## src/rtl/clkdiv_pkg.sv

```systemverilog
package clkdiv_pkg;
    parameter int DEF_CH     = 4;
    parameter int DEF_INT_W  = 16;
    parameter int DEF_FRAC_W = 8;

    typedef enum logic [0:0] {
        PH_COUNT   = 1'b0,
        PH_STRETCH = 1'b1
    } div_phase_e;
endpackage

```

## src/rtl/clkdiv_cfg_bank.sv

```systemverilog
module clkdiv_cfg_bank
    import clkdiv_pkg::*;
#(
    parameter int NCH    = DEF_CH,
    parameter int INT_W  = DEF_INT_W,
    parameter int FRAC_W = DEF_FRAC_W
) (
    input  logic                         clk,
    input  logic                         rst_n,
    input  logic [NCH-1:0]               div_wr,
    input  logic [INT_W-1:0]             div_int,
    input  logic [FRAC_W-1:0]            div_frac,
    output logic [NCH-1:0][INT_W-1:0]    cfg_int,
    output logic [NCH-1:0][FRAC_W-1:0]   cfg_frac
);
    for (genvar c = 0; c < NCH; c++) begin : g_ch
        always_ff @(posedge clk or negedge rst_n) begin
            if (!rst_n) begin
                cfg_int[c]  <= INT_W'(1);
                cfg_frac[c] <= '0;
            end else if (div_wr[c]) begin
                cfg_int[c]  <= div_int;
                cfg_frac[c] <= div_frac;
            end
        end
    end
endmodule

```

## src/rtl/clkdiv_mask_ctl.sv

```systemverilog
module clkdiv_mask_ctl
    import clkdiv_pkg::*;
#(
    parameter int NCH = DEF_CH
) (
    input  logic           clk,
    input  logic           rst_n,
    input  logic           en_wr,
    input  logic [NCH-1:0] en_val,
    input  logic [NCH-1:0] restart_mask,
    input  logic           start_wr,
    input  logic [NCH-1:0] start_mask,
    output logic [NCH-1:0] en_q,
    output logic [NCH-1:0] restart_vec
);
    logic [NCH-1:0] start_bits;

    assign start_bits  = start_wr ? start_mask : '0;
    assign restart_vec = restart_mask | start_bits;

    always_ff @(posedge clk or negedge rst_n) begin
        if (!rst_n) begin
            en_q <= '0;
        end else if (en_wr || start_wr) begin
            en_q <= (en_wr ? en_val : en_q) | start_bits;
        end
    end

    // every channel named by a start is enabled on the next cycle
    a_r8_start_enables: assert property (@(posedge clk) disable iff (!rst_n)
        start_wr |=> ((en_q & $past(start_mask)) == $past(start_mask)));

    // the mask changes only through a write or a start
    a_r7_mask_hold: assert property (@(posedge clk) disable iff (!rst_n)
        (!en_wr && !start_wr) |=> $stable(en_q));
endmodule

```

## src/rtl/clkdiv_phase_gen.sv

```systemverilog
module clkdiv_phase_gen
    import clkdiv_pkg::*;
#(
    parameter int INT_W  = DEF_INT_W,
    parameter int FRAC_W = DEF_FRAC_W
) (
    input  logic              clk,
    input  logic              rst_n,
    input  logic              restart,
    input  logic [INT_W-1:0]  cfg_int,
    input  logic [FRAC_W-1:0] cfg_frac,
    output logic              tick
);
    div_phase_e        phase_q, phase_d;
    logic [INT_W-1:0]  cnt_q, cnt_d;
    logic [INT_W-1:0]  act_int_q, act_int_d;
    logic [FRAC_W-1:0] act_frac_q, act_frac_d;
    logic [FRAC_W-1:0] acc_q, acc_d;
    logic [FRAC_W:0]   acc_sum;
    logic [INT_W-1:0]  last_cnt;
    logic              wrap;

    assign last_cnt = act_int_q - INT_W'(1);
    assign wrap     = (cnt_q == last_cnt);
    assign acc_sum  = {1'b0, acc_q} + {1'b0, act_frac_q};

    // next-state logic
    always_comb begin
        phase_d    = phase_q;
        cnt_d      = cnt_q;
        acc_d      = acc_q;
        act_int_d  = act_int_q;
        act_frac_d = act_frac_q;
        if (restart) begin
            phase_d    = PH_COUNT;
            cnt_d      = '0;
            acc_d      = '0;
            act_int_d  = cfg_int;
            act_frac_d = cfg_frac;
        end else begin
            unique case (phase_q)
                PH_COUNT: begin
                    if (wrap) begin
                        cnt_d      = '0;
                        acc_d      = acc_sum[FRAC_W-1:0];
                        act_int_d  = cfg_int;
                        act_frac_d = cfg_frac;
                        phase_d    = acc_sum[FRAC_W] ? PH_STRETCH : PH_COUNT;
                    end else begin
                        cnt_d = cnt_q + INT_W'(1);
                    end
                end
                PH_STRETCH: begin
                    phase_d = PH_COUNT;
                end
                default: phase_d = PH_COUNT;
            endcase
        end
    end

    // state register
    always_ff @(posedge clk or negedge rst_n) begin
        if (!rst_n) begin
            phase_q    <= PH_COUNT;
            cnt_q      <= '0;
            acc_q      <= '0;
            act_int_q  <= INT_W'(1);
            act_frac_q <= '0;
        end else begin
            phase_q    <= phase_d;
            cnt_q      <= cnt_d;
            acc_q      <= acc_d;
            act_int_q  <= act_int_d;
            act_frac_q <= act_frac_d;
        end
    end

    // outputs
    always_comb begin
        tick = (phase_q == PH_COUNT) && wrap;
    end

    // a restart lands the divider at phase 0
    a_r6_restart_zero: assert property (@(posedge clk) disable iff (!rst_n)
        restart |=> (phase_q == PH_COUNT && cnt_q == '0 && acc_q == '0));

    // the period counter never passes the active integer period
    a_r3_count_bound: assert property (@(posedge clk) disable iff (!rst_n)
        (phase_q == PH_COUNT && act_int_q != '0) |-> (cnt_q < act_int_q));

    // an overflow inserts exactly one idle cycle
    a_r4_single_stretch: assert property (@(posedge clk) disable iff (!rst_n)
        (phase_q == PH_STRETCH) |=> (phase_q == PH_COUNT));

    // the active divisor is held until a period ends or a restart
    a_r9_divisor_hold: assert property (@(posedge clk) disable iff (!rst_n)
        (!tick && !restart) |=> ($stable(act_int_q) && $stable(act_frac_q)));

    // a divisor of 1.0 pulses on every counting cycle
    a_r2_full_rate: assert property (@(posedge clk) disable iff (!rst_n)
        (act_int_q == INT_W'(1) && act_frac_q == '0 && phase_q == PH_COUNT) |-> tick);
endmodule

```

## src/rtl/clken_divider_bank.sv

```systemverilog
module clken_divider_bank
    import clkdiv_pkg::*;
#(
    parameter int NCH    = DEF_CH,
    parameter int INT_W  = DEF_INT_W,
    parameter int FRAC_W = DEF_FRAC_W
) (
    input  logic              clk,
    input  logic              rst_n,
    input  logic [NCH-1:0]    div_wr,
    input  logic [INT_W-1:0]  div_int,
    input  logic [FRAC_W-1:0] div_frac,
    input  logic              en_wr,
    input  logic [NCH-1:0]    en_val,
    input  logic [NCH-1:0]    restart_mask,
    input  logic              start_wr,
    input  logic [NCH-1:0]    start_mask,
    output logic [NCH-1:0]    clk_en
);
    logic [NCH-1:0][INT_W-1:0]  cfg_int;
    logic [NCH-1:0][FRAC_W-1:0] cfg_frac;
    logic [NCH-1:0]             en_q;
    logic [NCH-1:0]             restart_vec;
    logic [NCH-1:0]             tick;

    clkdiv_cfg_bank #(.NCH(NCH), .INT_W(INT_W), .FRAC_W(FRAC_W)) u_cfg (
        .clk      (clk),
        .rst_n    (rst_n),
        .div_wr   (div_wr),
        .div_int  (div_int),
        .div_frac (div_frac),
        .cfg_int  (cfg_int),
        .cfg_frac (cfg_frac)
    );

    clkdiv_mask_ctl #(.NCH(NCH)) u_mask (
        .clk          (clk),
        .rst_n        (rst_n),
        .en_wr        (en_wr),
        .en_val       (en_val),
        .restart_mask (restart_mask),
        .start_wr     (start_wr),
        .start_mask   (start_mask),
        .en_q         (en_q),
        .restart_vec  (restart_vec)
    );

    for (genvar c = 0; c < NCH; c++) begin : g_div
        clkdiv_phase_gen #(.INT_W(INT_W), .FRAC_W(FRAC_W)) u_gen (
            .clk      (clk),
            .rst_n    (rst_n),
            .restart  (restart_vec[c]),
            .cfg_int  (cfg_int[c]),
            .cfg_frac (cfg_frac[c]),
            .tick     (tick[c])
        );
    end

    assign clk_en = tick & en_q;
endmodule

```

## config.mk

```make
export PLATFORM = sky130hd
export DESIGN_NAME = clken_divider_bank
export DESIGN_NICKNAME = d
export VERILOG_FILES = /design/src/rtl/clkdiv_pkg.sv /design/src/rtl/clkdiv_cfg_bank.sv /design/src/rtl/clkdiv_mask_ctl.sv /design/src/rtl/clkdiv_phase_gen.sv /design/src/rtl/clken_divider_bank.sv
export SDC_FILE = /design/constraint.sdc
export NUM_CORES = 1
export LEC_CHECK = 0
export ABC_AREA = 1
export BUFFER_PORTS_ARGS = -buffer_cell sky130_fd_sc_hd__clkbuf_2
export CAP_MARGIN = 20
export CORE_ASPECT_RATIO = 0.5
export CORE_UTILIZATION = 35
export CTS_BUF_LIST = sky130_fd_sc_hd__clkbuf_8
export CTS_CLUSTER_DIAMETER = 50
export DETAILED_ROUTE_END_ITERATION = 6
export PLACE_DENSITY_LB_ADDON = 0.2
export SLEW_MARGIN = 25
export SYNTH_ARGS = -nofsm -noshare
export SYNTH_HDL_FRONTEND = slang
export SYNTH_HIERARCHICAL = 1
export SYNTH_SLANG_ARGS = --single-unit
```

## constraint.sdc

```tcl
create_clock -name clk -period 6.1 [get_ports clk]
set_clock_uncertainty 0.2 [all_clocks]
set_input_delay 0.305 -clock clk [delete_from_list [all_inputs] [get_ports clk]]
set_output_delay 0.305 -clock clk [all_outputs]
set_load 0.005 [all_outputs]
```

======== Word level (Yosys, flattened, before mapping) ========
Index checks and enable logic that the tools add are counted.
W data, S select, Z words.
word-level totals
  bits in registers ....................... 296
  output and inout port bits .............. 4
cells by class
  add/subtract/negate cells ............... 12
  equality and inequality tests ........... 8
  muxes and demuxes ....................... 66
  bitwise operators ....................... 7
  reduce and logical (&&, ||, !) cells .... 13
operator list
  operator                 number
  $mux W16                 24
  $mux W8                  24
  $add A16 B1 Y16 const B  4
  $eq A16 B16 Y1           4
  $sub A16 B1 Y16 const B  4
  $add A8 B8 Y9            4
  $mux W1                  12
  $mux W4                  2
  $ne A2 B2 Y1 const B     4
  $or A4 B4 Y4             2
  $pmux W1 S2              4
  $reduce_and A2 Y1        4
  $reduce_bool A2 Y1       4
  $and A4 B4 Y4            1
  $logic_and A1 B1 Y1      4
  $not A1 Y1               4
  $logic_or A1 B1 Y1       1

======== Longest topological paths before layout ========
  depth after elaboration ................. 5
  gate-level depth with buffers ........... 17

======== By module ========
Netlist, hierarchy kept.
modules (own cells, without submodules)
  module                                 instances  cells each  area each (um2)
  clkdiv_phase_gen (g_div[1].u_gen ...)  2          522         3606.0
  clkdiv_phase_gen (g_div[0].u_gen)      1          520         3849.9
  clkdiv_cfg_bank                        1          408         3843.7
  clkdiv_phase_gen (g_div[3].u_gen)      1          529         3758.6
  clkdiv_mask_ctl                        1          29          198.9
  clken_divider_bank                     1          8           30.0

======== Least setup slack after synthesis ========
OpenSTA, ideal clock, no wires.
  kind .................................... register -> output
  from .................................... reg g_div[3].u_gen.act_int_q[0]
  to ...................................... out clk_en[3]
  arrival ................................. 1796 ps
  slack ................................... 3799 ps
  stages on the path, launching flop included .. 14
  cells stage by stage .................... dfstp_2 inv_1 ha_1 nand2_2 nor2_4 xnor2_1 nand2_1 inv_1 nand3_1 nor2_1 nand2_1 nor2_1 nand2_1 inv_1
between the ends
  cells in the longest elaborated chain, start to end .. 4
RTL lines
  what                      RTL line                  RTL
  start: declaration        clkdiv_phase_gen.sv:16    logic [INT_W-1:0] act_int_q, act_int_d;
  start signal: assignment  clkdiv_phase_gen.sv:73    act_int_q <= act_int_d;
  $sub A16 B1 Y16           clkdiv_phase_gen.sv:23    assign last_cnt = act_int_q - INT_W'(1);
  $eq A16 B16 Y1            clkdiv_phase_gen.sv:24    assign wrap = (cnt_q == last_cnt);
  $logic_and A1 B1 Y1       clkdiv_phase_gen.sv:80    tick = (phase_q == PH_COUNT) && wrap;
  named net tick[3]         clken_divider_bank.sv:24  logic [NCH-1:0] tick;
  $and A4 B4 Y4             clken_divider_bank.sv:59  assign clk_en = tick & en_q;
  end: declaration          clken_divider_bank.sv:18  output logic [NCH-1:0] clk_en
The timed path passes the listed nets, and every way through them passes these cells.

======== Worst setup path in the final report ========
  from .................................... reg g_div[2].u_gen.act_int_q[0]
  to ...................................... out clk_en[2]
between the ends
  cells in the longest elaborated chain, start to end .. 4
RTL lines
  what                      RTL line
  start: declaration        clkdiv_phase_gen.sv:16
  start signal: assignment  clkdiv_phase_gen.sv:73
  $sub A16 B1 Y16           clkdiv_phase_gen.sv:23
  $eq A16 B16 Y1            clkdiv_phase_gen.sv:24
  $logic_and A1 B1 Y1       clkdiv_phase_gen.sv:80
  named net tick[2]         clken_divider_bank.sv:24
  $and A4 B4 Y4             clken_divider_bank.sv:59
The timed path passes the listed nets, and every way through them passes these cells.

==> impl_metrics.csv <==
group,metric,value,unit
worst_setup_path,worstSetupPathType,"flip-flop to output pin",
placement,gp_congestion,0.889,
timing,slew_violations,0,
pwr,leakagePower,10.9,nW
layout,num_antenna_cells,0,
layout,nets,2697,
routing,route.detailed.drc,0,
layout,n_fill_cell,5474,
pwr,vdd_drop_max,0.119,mV
global_route,antenna_found_initial,0,
worst_setup_path,critPathMaxStageDelay,550,ps
timing,rsz0062_at_grt,"no",
placement,io_buffer_count,47,
routing,antenna_left,0,
worst_setup_path,crit_top_cell,"nand2_1",
global_route,grt_pass1_wl,85100,µm
floorplanning,die_area,0.0550,mm²
timing,setup_viol,0,
logic_synthesis,synth_seq_area_share,39.3,%
worst_setup_path,crit_path_end_kind,"output pin",
timing,worst_slew_pin_slew,890,ps
clock_network,cts_tree,"yes",
timing,period_needed,3490,ps
logic_synthesis,synth.area.top_cells,"dfrtp_1, nand2_1, nand3_1",
clock_network,cts-hold-fix-buffers,41,
clock_network,cts-buffers-inserted,49,
clock_network,h-tree-depth,2,
timing,timing.final.crit_share,57.2,%
layout,stdcell_area,0.0210,mm²
logic_synthesis,yosys_warnings,6,
logic_synthesis,synth_edf_count,0,
floorplanning,rows,59,
routing,vias,16252,
routing,drt_iter0_markers,1156,
clock_network,clkLatencyLatePin,610,ps
worst_setup_path,crit_slowest_cell,"dfstp_2",
worst_setup_path,path_buf_inv,5,
logic_synthesis,synthTopCellsByCount,"nand2_1, nand3_1, dfrtp_1",
global_route,grt_pass1_vias,15428,
logic_synthesis,ys_types,47,
worst_setup_path,r2r_slack,3010,ps
logic_synthesis,synth-seq-cells,296,
floorplanning,num_io_pins,48,
timing,worst_slew_margin_rel,40.6,%
clock_network,cts.clk_slew.worst_paths,60,ps
logic_synthesis,synth_top_area_cell,"dfrtp_1",
logic_synthesis,synthArstFlopShare,100,%
floorplanning,core,0.0526,mm²
run_status,outcome,"completed",
worst_setup_path,crit_family,"simple AND/OR/NAND/NOR gates",
clock_network,clk_path_buf_depth,3,
min_path,holdCritPathClass,"primary input to flip-flop",
timing,max_freq,0.287,GHz
logic_synthesis,netlist_instances,2538,
floorplanning,die-height,166,µm
worst_setup_path,cp.required,5590,ps
global_route,grt_usage,19.2,%
global_route,gr-total-overflow,0,
routing,drt_first_pass_iters,7,
timing,finalSetupTns,0,ps
global_route,grt_max_degree,123,
routing,wire_per_inst,15.5,µm
worst_setup_path,start_kind,"flip-flop",
job,cap_violations,0,
timing,report.final.hold_viol_count,0,
clock_network,cts.sinks,296,
logic_synthesis,syn_area,0.0189,mm²
routing,totalWireLength,52100,µm
floorplanning,die_w,331,µm
layout,layout-drive-gt1-share,13.1,%
floorplanning,start_util,35.9,%
placement,placed_cell_area,0.0195,mm²
clock_network,post-cts-setup-buffers,0,
logic_synthesis,syn_nets,2626,
worst_setup_path,critical_path_arrival,2980,ps
logic_synthesis,avgSynthCellArea,7.44,µm²
placement,hpwl,35600,µm
logic_synthesis,synth_flop_cell,"dfrtp_1",
layout,synthToLayoutAreaGrowth,11.1,%
worst_setup_path,cp_max_fo,6,
worst_setup_path,cp_cell_sequence,"inv_2, ha_1, inv_1, nand2_1, nand2_1, nor2_1, nand2_1, nor2_1, nand2_1, nor2_1, nand2_1, nor2_1, nand4_1, inv_1, nand2_1, inv_1, clkbuf_2",
pwr,power_density,249,mW/mm²
clock_network,cts_root_buf,"clkbuf_8",
routing,via_per_inst,4.85,
logic_synthesis,synth.most_common_cell,"nand2_1",
logic_synthesis,yosysTopAreaCellShare,38.1,%
clock_network,cts.repair.resized,0,
-- layout by cell type, fill, tap and decap left out, drive strengths merged --
cell type | synthesis | routed
and3 | 2 | 2
a21oi | 43 | 43
nand3 | 394 | 394
o211ai | 2 | 2
nor2 | 216 | 216
nor3b | 8 | 8
nor3 | 32 | 32
dlygate4sd3 | 0 | 40
and3b | 1 | 1
nand3b | 21 | 21
fa | 4 | 4
o21bai | 4 | 4
or2 | 2 | 2
clkinvlp | 0 | 2
dfrtp | 288 | 288
buf | 70 | 19
clkinv | 7 | 15
dfstp | 8 | 8
xnor2 | 20 | 20
ha | 40 | 40
bufinv | 0 | 2
o21ai | 60 | 60
nand2 | 954 | 954
clkbuf | 15 | 111
a31oi | 2 | 2
xor2 | 66 | 66
and2 | 6 | 6
inv | 219 | 234
o21a | 3 | 3
nand4 | 51 | 51
-- where the power goes --
group	switching [mW]	internal [mW]
combinational	0.658	0.358
sequential	0.176	2.12
clock	0.862	1.04
total	1.70	3.52
-- flip-flops by register name, indices dropped and copies added, names as in the netlist --
register and flops:
g_div.u_gen/acc_q 32, g_div.u_gen/act_frac_q 32, g_div.u_gen/act_int_q 64, g_div.u_gen/cnt_q 64
g_div.u_gen/phase_q 4, u_cfg/cfg_frac 32, u_cfg/cfg_int 64, u_mask/en_q 4
-- worst reg2reg max path, stage by stage, from the launching register on --
cell,delay [ps]
dfstp_2,560
inv_2,80
ha_1,260
nand2_1,120
nor2_1,80
nand3_1,120
nand2_1,50
nand2_1,70
inv_1,40
nor2_1,100
nand2_1,80
nor2_2,130
nand3_2,690
nand3_1,320
nand2_1,70
-- routing by layer --
metal | vias up | track usage (%) | wire length, µm
met5 | - | 0 | 0
met2 | 250 | 28.8 | 22200
met3 | 55 | 2.99 | 2180
met4 | 0 | 4.65 | 1010
li1 | 8272 | - | -
met1 | 7675 | 28.6 | 26600
-- per-stage QoR --
stage	utilization [%]	hold WS, ps	total power, mW	instances	worst slack (ps)
finish	39.9	39.7	5.22	3351	2610
global route	39.9	51.9	5.56	3351	2380
CTS	39.9	14.3	5.29	3351	2570
detailed placement	37.0	39.7	3.32	3218	3030
global placement	37.0	34.4	3.31	3218	3060
floorplan	-	-191	3.05	2538	3800
-- path summary, 6_finish.rpt --
kind,cells after the start,from,to
worst max-delay path,17,g_div[2].u_gen/act_int_q[0],clk_en[2]
worst min-delay path,6,restart_mask[3],g_div[3].u_gen/acc_q[2]
worst max register to register,14,g_div[0].u_gen/act_int_q[0],g_div[0].u_gen/act_frac_q[4]
worst min register to register,2,u_cfg/cfg_int[48],u_cfg/cfg_int[48]
max in group asynchronous,3,rst_n,g_div[3].u_gen/act_int_q[9]
min in group asynchronous,2,rst_n,g_div[3].u_gen/act_int_q[0]
-- cell type report --
class | count | area, µm² | share of cell area, %
clock buffer | 65 | 895 | 4.26
clock inverter | 27 | 175 | 0.835
inverter | 226 | 873 | 4.16
multi-input combinational | 1931 | 9930 | 47.3
sequential | 296 | 7420 | 35.4
tap | 701 | 877 | 4.18
timing repair buffer | 105 | 817 | 3.89
-- cells by family (layout without fill, tap and decap cells) --
family          after synthesis  count (layout)  synth area share (%)
buf+inv                     311             423                  8.20
simple gates               1687            1687                  42.3
flops                       296             296                  39.3
fa+ha+maj                    44              44                  3.07
xor+xnor                     86              86                  4.03
compound gates              114             114                  3.19
No activity file was read; power rests on OpenSTA's default activity.
